`src/rtl/bsc_pkg.sv`:
```
// Shared types for the bus access stretch controller.
// Assumes a 2-bit stretch field, as fixed by the configuration byte layout.
package bsc_pkg;
    localparam int STR_W = 2;

    typedef enum logic [1:0] {
        MODE_SINGLE = 2'b00,
        MODE_WIDE   = 2'b01,
        MODE_NARROW = 2'b10,
        MODE_PERIPH = 2'b11
    } bus_mode_e;

    typedef enum logic [1:0] {
        RGN_REGS   = 2'b00,
        RGN_FOLLOW = 2'b01,
        RGN_EXT    = 2'b10
    } region_e;
endpackage

```
`src/rtl/bsc_cfg_reg.sv`:
```
// Configuration byte with write-once protection in normal operation.
// Assumes mode_sel is steady around reset; the reset value follows it.
module bsc_cfg_reg (
    input  logic                clk,
    input  logic                rst_n,
    input  logic                mode_special,
    input  bsc_pkg::bus_mode_e  mode,
    input  logic                cfg_wr,
    input  logic [6:0]          cfg_wdata,
    output logic [7:0]          cfg_rdata
);
    import bsc_pkg::*;

    localparam logic [6:0] RST_SINGLE = 7'h0F;
    localparam logic [6:0] RST_OTHER  = 7'h0C;

    logic [6:0] cfg_q;
    logic       locked_q;

    // Store configuration; lock after the first write, reset re-arms.
    always_ff @(posedge clk) begin
        if (!rst_n) begin
            cfg_q    <= (mode == MODE_SINGLE) ? RST_SINGLE : RST_OTHER;
            locked_q <= 1'b0;
        end else if (cfg_wr) begin
            if (mode_special || !locked_q) begin
                cfg_q <= cfg_wdata;
            end
            locked_q <= 1'b1;
        end
    end

    assign cfg_rdata = {1'b0, cfg_q};

    assert_locked_R2: assert property (@(posedge clk) disable iff (!rst_n)
        (cfg_wr && !mode_special && locked_q) |=> $stable(cfg_rdata));

    assert_special_write_R3: assert property (@(posedge clk) disable iff (!rst_n)
        (cfg_wr && mode_special) |=> (cfg_rdata == {1'b0, $past(cfg_wdata)}));
endmodule

```
`src/rtl/bsc_region_decode.sv`:
```
// Classifies an address against the relocatable register block and the
// window above it, and selects stretch count and data path width.
// Assumes 2*BLOCK_SPAN fits in the address width.
module bsc_region_decode #(
    parameter int ADDR_W     = 16,
    parameter int BLOCK_SPAN = 512
) (
    input  logic [ADDR_W-1:0]          addr,
    input  logic [ADDR_W-1:0]          base,
    input  bsc_pkg::bus_mode_e         mode,
    input  logic                       narrow_en,
    input  logic [bsc_pkg::STR_W-1:0]  follow_str,
    input  logic [bsc_pkg::STR_W-1:0]  ext_str,
    output bsc_pkg::region_e           region,
    output logic [bsc_pkg::STR_W-1:0]  stretch,
    output logic                       narrow
);
    import bsc_pkg::*;

    localparam logic [ADDR_W-1:0] SPAN_END   = ADDR_W'(BLOCK_SPAN);
    localparam logic [ADDR_W-1:0] FOLLOW_END = ADDR_W'(2 * BLOCK_SPAN);

    logic [ADDR_W-1:0] offset;
    logic              ext_bus;

    // Offset from the block base, wrapping modulo the address space.
    always_comb begin
        offset = addr - base;
    end

    // Region selection from the offset.
    always_comb begin
        if (offset < SPAN_END)        region = RGN_REGS;
        else if (offset < FOLLOW_END) region = RGN_FOLLOW;
        else                          region = RGN_EXT;
    end

    // Stretch count; only expanded modes use an external bus.
    always_comb begin
        ext_bus = (mode == MODE_WIDE) || (mode == MODE_NARROW);
        stretch = '0;
        if (ext_bus) begin
            case (region)
                RGN_FOLLOW: stretch = follow_str;
                RGN_EXT:    stretch = ext_str;
                default:    stretch = '0;
            endcase
        end
    end

    // Data path width for the access.
    always_comb begin
        narrow = 1'b0;
        if (mode == MODE_WIDE) begin
            narrow = (region == RGN_FOLLOW) && narrow_en;
        end else if (mode == MODE_NARROW) begin
            narrow = (region != RGN_REGS);
        end
    end
endmodule

```
`src/rtl/bsc_stretch_timer.sv`:
```
// Holds ready low for a loaded number of E-clock pulses and captures the
// access attributes at each accepted start.
// Assumes eclk_tick is a single-cycle pulse per E-clock period.
module bsc_stretch_timer #(
    parameter int CNT_W = 2
) (
    input  logic              clk,
    input  logic              rst_n,
    input  logic              eclk_tick,
    input  logic              acc_start,
    input  logic [CNT_W-1:0]  stretch_in,
    input  bsc_pkg::region_e  region_in,
    input  logic              narrow_in,
    output logic              acc_ready,
    output bsc_pkg::region_e  region_q,
    output logic              narrow_q
);
    import bsc_pkg::*;

    logic [CNT_W-1:0] remain_q;

    // Count down pending stretch; accept a start only when idle.
    always_ff @(posedge clk) begin
        if (!rst_n) begin
            remain_q <= '0;
            region_q <= RGN_REGS;
            narrow_q <= 1'b0;
        end else if (remain_q != '0) begin
            if (eclk_tick) begin
                remain_q <= remain_q - 1'b1;
            end
        end else if (acc_start) begin
            remain_q <= stretch_in;
            region_q <= region_in;
            narrow_q <= narrow_in;
        end
    end

    assign acc_ready = (remain_q == '0);

    assert_zero_stretch_R7: assert property (@(posedge clk) disable iff (!rst_n)
        (acc_ready && acc_start && stretch_in == '0) |=> acc_ready);

    assert_stretch_low_R8: assert property (@(posedge clk) disable iff (!rst_n)
        (acc_ready && acc_start && stretch_in != '0) |=> !acc_ready);

    assert_hold_without_tick_R8: assert property (@(posedge clk) disable iff (!rst_n)
        (!acc_ready && !eclk_tick) |=> !acc_ready);

    assert_busy_start_ignored_R9: assert property (@(posedge clk) disable iff (!rst_n)
        (!acc_ready && acc_start) |=> ($stable(region_q) && $stable(narrow_q)));
endmodule

```
`src/rtl/bus_stretch_ctl.sv`:
```
// Top level: configuration register, address decode and stretch timer.
// Assumes one access in flight at a time, gated by acc_ready.
module bus_stretch_ctl #(
    parameter int ADDR_W     = 16,
    parameter int BLOCK_SPAN = 512
) (
    input  logic              clk,
    input  logic              rst_n,
    input  logic              mode_special,
    input  logic [1:0]        mode_sel,
    input  logic [ADDR_W-1:0] reg_base,
    input  logic              cfg_wr,
    input  logic [6:0]        cfg_wdata,
    output logic [7:0]        cfg_rdata,
    input  logic              eclk_tick,
    input  logic              acc_start,
    input  logic [ADDR_W-1:0] acc_addr,
    output logic              acc_ready,
    output logic [1:0]        acc_region,
    output logic              acc_narrow
);
    import bsc_pkg::*;

    bus_mode_e              mode;
    region_e                dec_region;
    region_e                lat_region;
    logic [STR_W-1:0]       dec_stretch;
    logic                   dec_narrow;

    assign mode = bus_mode_e'(mode_sel);

    bsc_cfg_reg i_cfg (
        .clk          (clk),
        .rst_n        (rst_n),
        .mode_special (mode_special),
        .mode         (mode),
        .cfg_wr       (cfg_wr),
        .cfg_wdata    (cfg_wdata),
        .cfg_rdata    (cfg_rdata)
    );

    bsc_region_decode #(
        .ADDR_W     (ADDR_W),
        .BLOCK_SPAN (BLOCK_SPAN)
    ) i_dec (
        .addr       (acc_addr),
        .base       (reg_base),
        .mode       (mode),
        .narrow_en  (cfg_rdata[6]),
        .follow_str (cfg_rdata[5:4]),
        .ext_str    (cfg_rdata[3:2]),
        .region     (dec_region),
        .stretch    (dec_stretch),
        .narrow     (dec_narrow)
    );

    bsc_stretch_timer #(
        .CNT_W (STR_W)
    ) i_timer (
        .clk        (clk),
        .rst_n      (rst_n),
        .eclk_tick  (eclk_tick),
        .acc_start  (acc_start),
        .stretch_in (dec_stretch),
        .region_in  (dec_region),
        .narrow_in  (dec_narrow),
        .acc_ready  (acc_ready),
        .region_q   (lat_region),
        .narrow_q   (acc_narrow)
    );

    assign acc_region = lat_region;

    assert_no_stretch_internal_R6: assert property (@(posedge clk) disable iff (!rst_n)
        (mode == MODE_SINGLE || mode == MODE_PERIPH || dec_region == RGN_REGS)
        |-> (dec_stretch == '0));

    assert_regs_never_narrow_R10: assert property (@(posedge clk) disable iff (!rst_n)
        (acc_ready && acc_start && dec_region == RGN_REGS) |=> !acc_narrow);
endmodule

```
`config.mk`:
```
export PLATFORM = sky130hd
export DESIGN_NAME = bus_stretch_ctl
export DESIGN_NICKNAME = d
export VERILOG_FILES = /design/src/rtl/bsc_pkg.sv /design/src/rtl/bsc_cfg_reg.sv /design/src/rtl/bsc_region_decode.sv /design/src/rtl/bsc_stretch_timer.sv /design/src/rtl/bus_stretch_ctl.sv
export SDC_FILE = /design/constraint.sdc
export NUM_CORES = 1
export LEC_CHECK = 0
export BUFFER_PORTS_ARGS = -buffer_cell sky130_fd_sc_hd__buf_2
export CAP_MARGIN = 20
export CORE_MARGIN = 2
export CORE_UTILIZATION = 50
export DETAILED_ROUTE_END_ITERATION = 10
export PLACE_DENSITY = 0.85
export SLEW_MARGIN = 40
export SYNTH_ARGS = -nofsm -noshare
export SYNTH_HDL_FRONTEND = slang
export SYNTH_HIERARCHICAL = 1
export SYNTH_SLANG_ARGS = --single-unit
```
`constraint.sdc`:
```
create_clock -name clk -period 4.15 [get_ports clk]
set_clock_uncertainty 0.15 [all_clocks]
set_input_delay 0.83 -clock clk [delete_from_list [all_inputs] [get_ports clk]]
set_output_delay 0.83 -clock clk [all_outputs]
set_load 0.02 [all_outputs]
```
Yosys cells after proc, flatten, opt, wreduce, memory -nomap -nowiden. Index checks and enable logic that the tools add are counted.

Register bits after elaboration: 13. Input bits: 47. Output and inout port bits: 12.

$add $sub $neg: 2. Magnitude comparators: 2. Equal/unequal tests: 7. Muxes and demuxes: 13. Bitwise gates (word level): 1. Reductions and logical operators: 12.

Operator list (number): $mux W7 (3); $lt A16 B10 Y1 const B (1); $lt A16 B11 Y1 const B (1); $sub A16 B16 Y16 (1); $mux W2 (7); $reduce_and A2 Y1 (3); $reduce_bool A2 Y1 (3); $eq A2 B1 Y1 const B (2); $eq A2 B2 Y1 const B (2); $logic_not A2 Y1 (2); $ne A2 B1 Y1 const B (2); $pmux W2 S2 (1); $logic_or A1 B1 Y1 (2); $mux W1 (2); $ne A2 B2 Y1 const B (1); $sub A2 B1 Y2 const B (1); $logic_and A1 B1 Y1 (1); $logic_not A1 Y1 (1); $not A1 Y1 (1).

Longest topological paths before layout.
Word-level depth: 9. Gate-level depth with buffers: 12. Depth with buffers taken out: 12.

Cells and area by module. The synthesis kept the hierarchy.

By module, submodules not included: bsc_region_decode (times used 1, cells an instance 93, area each 668.1 um^2, seq. area each 0.0 um^2); bsc_cfg_reg (times used 1, cells an instance 23, area each 337.8 um^2, seq. area each 230.2 um^2); bsc_stretch_timer (times used 1, cells an instance 24, area each 230.2 um^2, seq. area each 100.1 um^2).

Least setup slack after synthesis. OpenSTA, ideal clock, no wires.

Path type: input -> register. Start point: in reg_base[1]. End point: reg i_timer.remain_q[1]. Arrival: 2.817 ns. Data required time: 3.884 ns. Setup slack: 1.067 ns. Stages on the path: 11. Path buffers: 0. Cell sequence: inv_1 ha_1 a211o_1 a211oi_2 o21ai_1 a211o_1 a211oi_2 nand2_2 mux2i_1 and3b_1 o211a_1.

Cells in the longest elaborated chain, start to end: 9. Elaborated cells on any way between the ends: 11. Those cells by class: add/sub (1); order compare (2); eq/ne (2); mux (6).

Ends and longest elaborated chain: from (decl) (line bus_stretch_ctl.sv:11) `input logic [ADDR_W-1:0] reg_base,`; $sub A16 B16 Y16 * (line bsc_region_decode.sv:28) `offset = addr - base;`; $lt A16 B11 Y1 (line bsc_region_decode.sv:34) `else if (offset < FOLLOW_END) region = RGN_FOLLOW;`; $mux W2 (line bsc_region_decode.sv:34); $mux W2 * (line bsc_region_decode.sv:33) `if (offset < SPAN_END) region = RGN_REGS;`; named net dec_region[1] (line bus_stretch_ctl.sv:25) `region_e dec_region;`; $eq A2 B2 Y1 / $eq A2 B1 Y1 (equally long branches) (line bsc_region_decode.sv:43) `case (region)`; $pmux W2 S2 * (line bsc_region_decode.sv:43); $mux W2 * (line bsc_region_decode.sv:42) `if (ext_bus) begin`; named net dec_stretch[1] (line bus_stretch_ctl.sv:27) `logic [STR_W-1:0] dec_stretch;`; $mux W2 * (line bsc_stretch_timer.sv:32) `end else if (acc_start) begin`; $mux W2 * (line bsc_stretch_timer.sv:28) `end else if (remain_q != '0) begin`; to (signal assigned) (line bsc_stretch_timer.sv:30) `remain_q <= remain_q - 1'b1;`; to (signal assigned) (line bsc_stretch_timer.sv:33) `remain_q <= stretch_in;`; to (decl) (line bsc_stretch_timer.sv:20) `logic [CNT_W-1:0] remain_q;`.

The timed path passes the listed nets; every way through them passes the cells marked *. The select of a mux whose other input is x is not followed. A chain may end at the register's enable or synchronous reset.

Worst setup path after layout.
Start point: in acc_addr[4]. End point: reg i_timer.remain_q[0].

Cells in the longest elaborated chain, start to end: 9. Elaborated cells on any way between the ends: 11. Those cells by class: add/sub (1); order compare (2); eq/ne (2); mux (6).

Ends and longest elaborated chain: from (decl) (line bus_stretch_ctl.sv:17) `input logic [ADDR_W-1:0] acc_addr,`; $sub A16 B16 Y16 * (line bsc_region_decode.sv:28); $lt A16 B11 Y1 (line bsc_region_decode.sv:34); $mux W2 (line bsc_region_decode.sv:34); $mux W2 * (line bsc_region_decode.sv:33); named net dec_region[1] (line bus_stretch_ctl.sv:25); $eq A2 B2 Y1 / $eq A2 B1 Y1 (equally long branches) (line bsc_region_decode.sv:43); $pmux W2 S2 * (line bsc_region_decode.sv:43); $mux W2 * (line bsc_region_decode.sv:42); named net dec_stretch[0] (line bus_stretch_ctl.sv:27); $mux W2 * (line bsc_stretch_timer.sv:32); $mux W2 * (line bsc_stretch_timer.sv:28).

Marks and branches as above.

==> impl_metrics.py <==
metrics = {
    "run_status": {
        "status": "finished clean",
    },
    "global_route": {
        "use_met1_pct": 22.85,
        "grt.total_usage_pct": 21.39,
        "antenna_found_initial": 0,
        "grt_max_degree": 19,
        "grt_use_met2_pct": 41.87,
        "grt_pass1_wl_um": 4540,
        "first_global_vias": 1156,
        "grt-busiest-layer": "met2",
        "met3_usage_pct": 2.778,
        "overflow": 0,
    },
    "critical_path": {
        "crit_path_start_kind": "input pin",
        "critPathSlowestCell": "a221oi_1",
        "max_stage_delay_ns": 0.31,
        "cpMostUsedCell": "a211oi_2",
        "crit_path_cell_trace": "buf_2, ha_1, a211oi_1, nor2_1, a211oi_2, o21ai_1, a211o_1, a211oi_2, nand2_2, mux2i_1, nand3b_1, a221oi_1",
        "end_kind": "flip-flop",
        "critPathMaxFanout": 5,
        "critPathTopFamily": "compound AO/OA/AOI/OAI gates",
        "criticalPathCategory": "in2reg",
        "required_ns": 4.16,
        "arrival_ns": 3.19,
        "cp_num_buf_inv": 1,
    },
    "synth": {
        "ys_ff_latch": 13,
        "synth-seq-area-share_pct": 26.72,
        "avgSynthCellArea_um2": 8.830,
        "synthFlopType": "edfxtp_1",
        "yosysUniqueCellTypes": 40,
        "synth.cell_area_um2": 1236,
        "ys_top_cells_by_area": "edfxtp_1 (17%), ha_1 (16%), dfxtp_1 (9.7%), inv_1 (6.4%), mux2i_1 (4.9%)",
        "synth_top_area_share_pct": 17.00,
        "synth_nets": 203,
        "netlist_instances": 140,
        "synthArstFlopShare_pct": 0,
        "yosys.area.top_type": "edfxtp_1",
        "yosysWarnings": 6,
        "synth-edff-count": 7,
    },
    "power": {
        "p_int_uw": 253.6,
        "switching_share_pct": 33.23,
        "combPwrFrac_pct": 39.3,
        "clock_power_share_pct": 20.1,
        "power.switching_uw": 126.2,
        "p_seq_share_pct": 40.6,
        "peakVddDrop_mv": 0.2576,
        "p_per_area_nw_per_um2": 243.0,
        "leakagePower_nw": 0.8617,
    },
    "floorplanning": {
        "fp.dieW_um": 53.72,
        "initial_core_util_pct": 51.30,
        "core-area_um2": 2410,
        "top_level_ports": 59,
        "die_area_um2": 2886,
        "die_h_um": 53.72,
        "rows": 18,
    },
    "timing": {
        "slew_violations": 0,
        "maxSlewHeadroom_pct": 60.90,
        "worst_pin_slew_ns": 0.5826,
        "hold_viol": 0,
        "fin_crit_sh_pct": 76.51,
        "rsz0062_at_grt": "no",
        "setup_viol": 0,
        "whs_ns": 0.3119,
        "fin_crit_ns": 3.175,
        "fmax_mhz": 314.9,
        "fin_tns_setup_ns": 0,
    },
    "layout": {
        "final_util_pct": 64.85,
        "layout_commonest_cell": "buf_2",
        "final_cell_mix": "buf_2 (57), inv_1 (21), ha_1 (16), nand2_1 (11), a21oi_1 (8)",
        "stdcell_count": 228,
        "insertedDiodeCount": 0,
        "area_growth_pct": 26.42,
        "drive_gt1_share_pct": 34.85,
        "finalInstanceArea_um2": 1563,
        "fillerInstances": 203,
        "fin_nets": 262,
    },
    "drt": {
        "drt_first_iter_violations": 11,
        "firstDrtPassIters": 4,
        "final_antenna_net_count": 0,
        "wl_per_cell_um": 11.95,
        "drc": 0,
        "wl_um": 2725,
        "vias_per_cell": 5.092,
        "vias": 1161,
    },
    "placed_design": {
        "placed_cells_incl_taps": 224,
        "dp_hpwl_um": 2351,
        "placed_area_um2": 1536,
        "port_buffers": 57,
        "globalplace.congestion": 0.7637,
    },
    "clock_network": {
        "clockBufferDepth": 2,
        "hold_buffers": 0,
        "cts.repair.resized": 0,
        "clock_sinks": 13,
        "clk_latency_ns": 0.27,
        "post_cts_buffers": 0,
        "clk_pin_slew_ns": 0.08,
        "cts_root_buffer": "clkbuf_4",
        "cts_tree": "yes",
        "htree_levels": 1,
        "cts_made_buffers": 3,
    },
    "flow_run": {
        "max-cap-violations": 0,
    },
    "hold_path": {
        "hold_class": "reg2reg",
    },
}
==> through the flow <==
stage / setup slack (ns) / total power [mW]
finish: 0.9747 / 0.3798
floorplan: 1.067 / 0.2582
global route: 0.7842 / 0.4056
CTS: 0.9583 / 0.3818
detailed placement: 0.7036 / 0.3060
global placement: 0.9022 / 0.2974
==> synth_stat cells, drive strengths merged, types with 4 or more instances <==
cell type / n
edfxtp: 7
a21o: 6
nor2: 7
nand3b: 4
nand2: 12
a21oi: 9
inv: 21
dfxtp: 6
ha: 16
nand2b: 5
nand3: 4
o21ai: 5
and2: 4
mux2i: 6
==> kinds of logic (layout without fill, tap and decap cells) <==
logic type / count (synthesis) / count (layout) / synth area share (%)
AOI/OAI and AO/OA: 32 / 32 / 18.62
xor gates and xnor gates: 6 / 6 / 4.859
adders and majority gates: 16 / 16 / 16.19
buffers and inverters: 24 / 82 / 8.199
DFF: 13 / 13 / 26.72
muxes: 6 / 6 / 4.858
other: 1 / 1 / 0.3034
and+or+nand+nor: 42 / 42 / 20.24
==> worst min-delay path: cells and delay by family, from the launching register on <==
kind	cells	cell delay [ns]
AND/OR/NAND/NOR	1	0.05
flip-flops	1	0.31
multiplexers	1	0.06
==> registers in the layout, summed over array words and instances, names as in the netlist <==
name              count
i_cfg/cfg_q           7
i_timer/region_q      2
i_timer/remain_q      2
i_timer/narrow_q      1
i_cfg/locked_q        1
==> layout make-up <==
| type | instances | area, um2 | area share (%) |
|---|---|---|---|
| tap | 30 | 37.54 | 2.402 |
| clock buffer | 4 | 26.28 | 1.681 |
| timing repair buffer | 57 | 285.3 | 18.25 |
| sequential | 13 | 330.3 | 21.14 |
| multi-input combinational | 103 | 804.5 | 51.48 |
| inverter | 21 | 78.83 | 5.044 |
==> routing by layer <==
layer / wire, um / part of all wire (%)
met5: 0 / 0
met4: 21 / 0.77
met3: 165 / 6.1
met2: 1509 / 55
met1: 1028 / 38
==> power groups by stage <==
stage | clock, mW | combinational, mW | sequential, mW
after global routing | 0.0837 | 0.167 | 0.155
after CTS | 0.0775 | 0.150 | 0.154
final | 0.0762 | 0.149 | 0.154
after detailed placement | 0 | 0.149 | 0.157
after floorplan | 0 | 0.0932 | 0.165
after global placement | 0 | 0.141 | 0.156
==> final timing paths <==
check / start / end / slack [ns] / cells past startpoint
hold / removal: i_timer/region_q[0] / i_timer/region_q[0] / 0.31 / 2
hold reg to reg: i_timer/region_q[0] / i_timer/region_q[0] / 0.31 / 2
setup reg to reg: i_cfg/locked_q / i_cfg/cfg_q[5] / 2.73 / 2
setup / recovery: acc_addr[4] / i_timer/remain_q[0] / 0.97 / 12
Note: power is estimated with default switching activity, not from simulation.
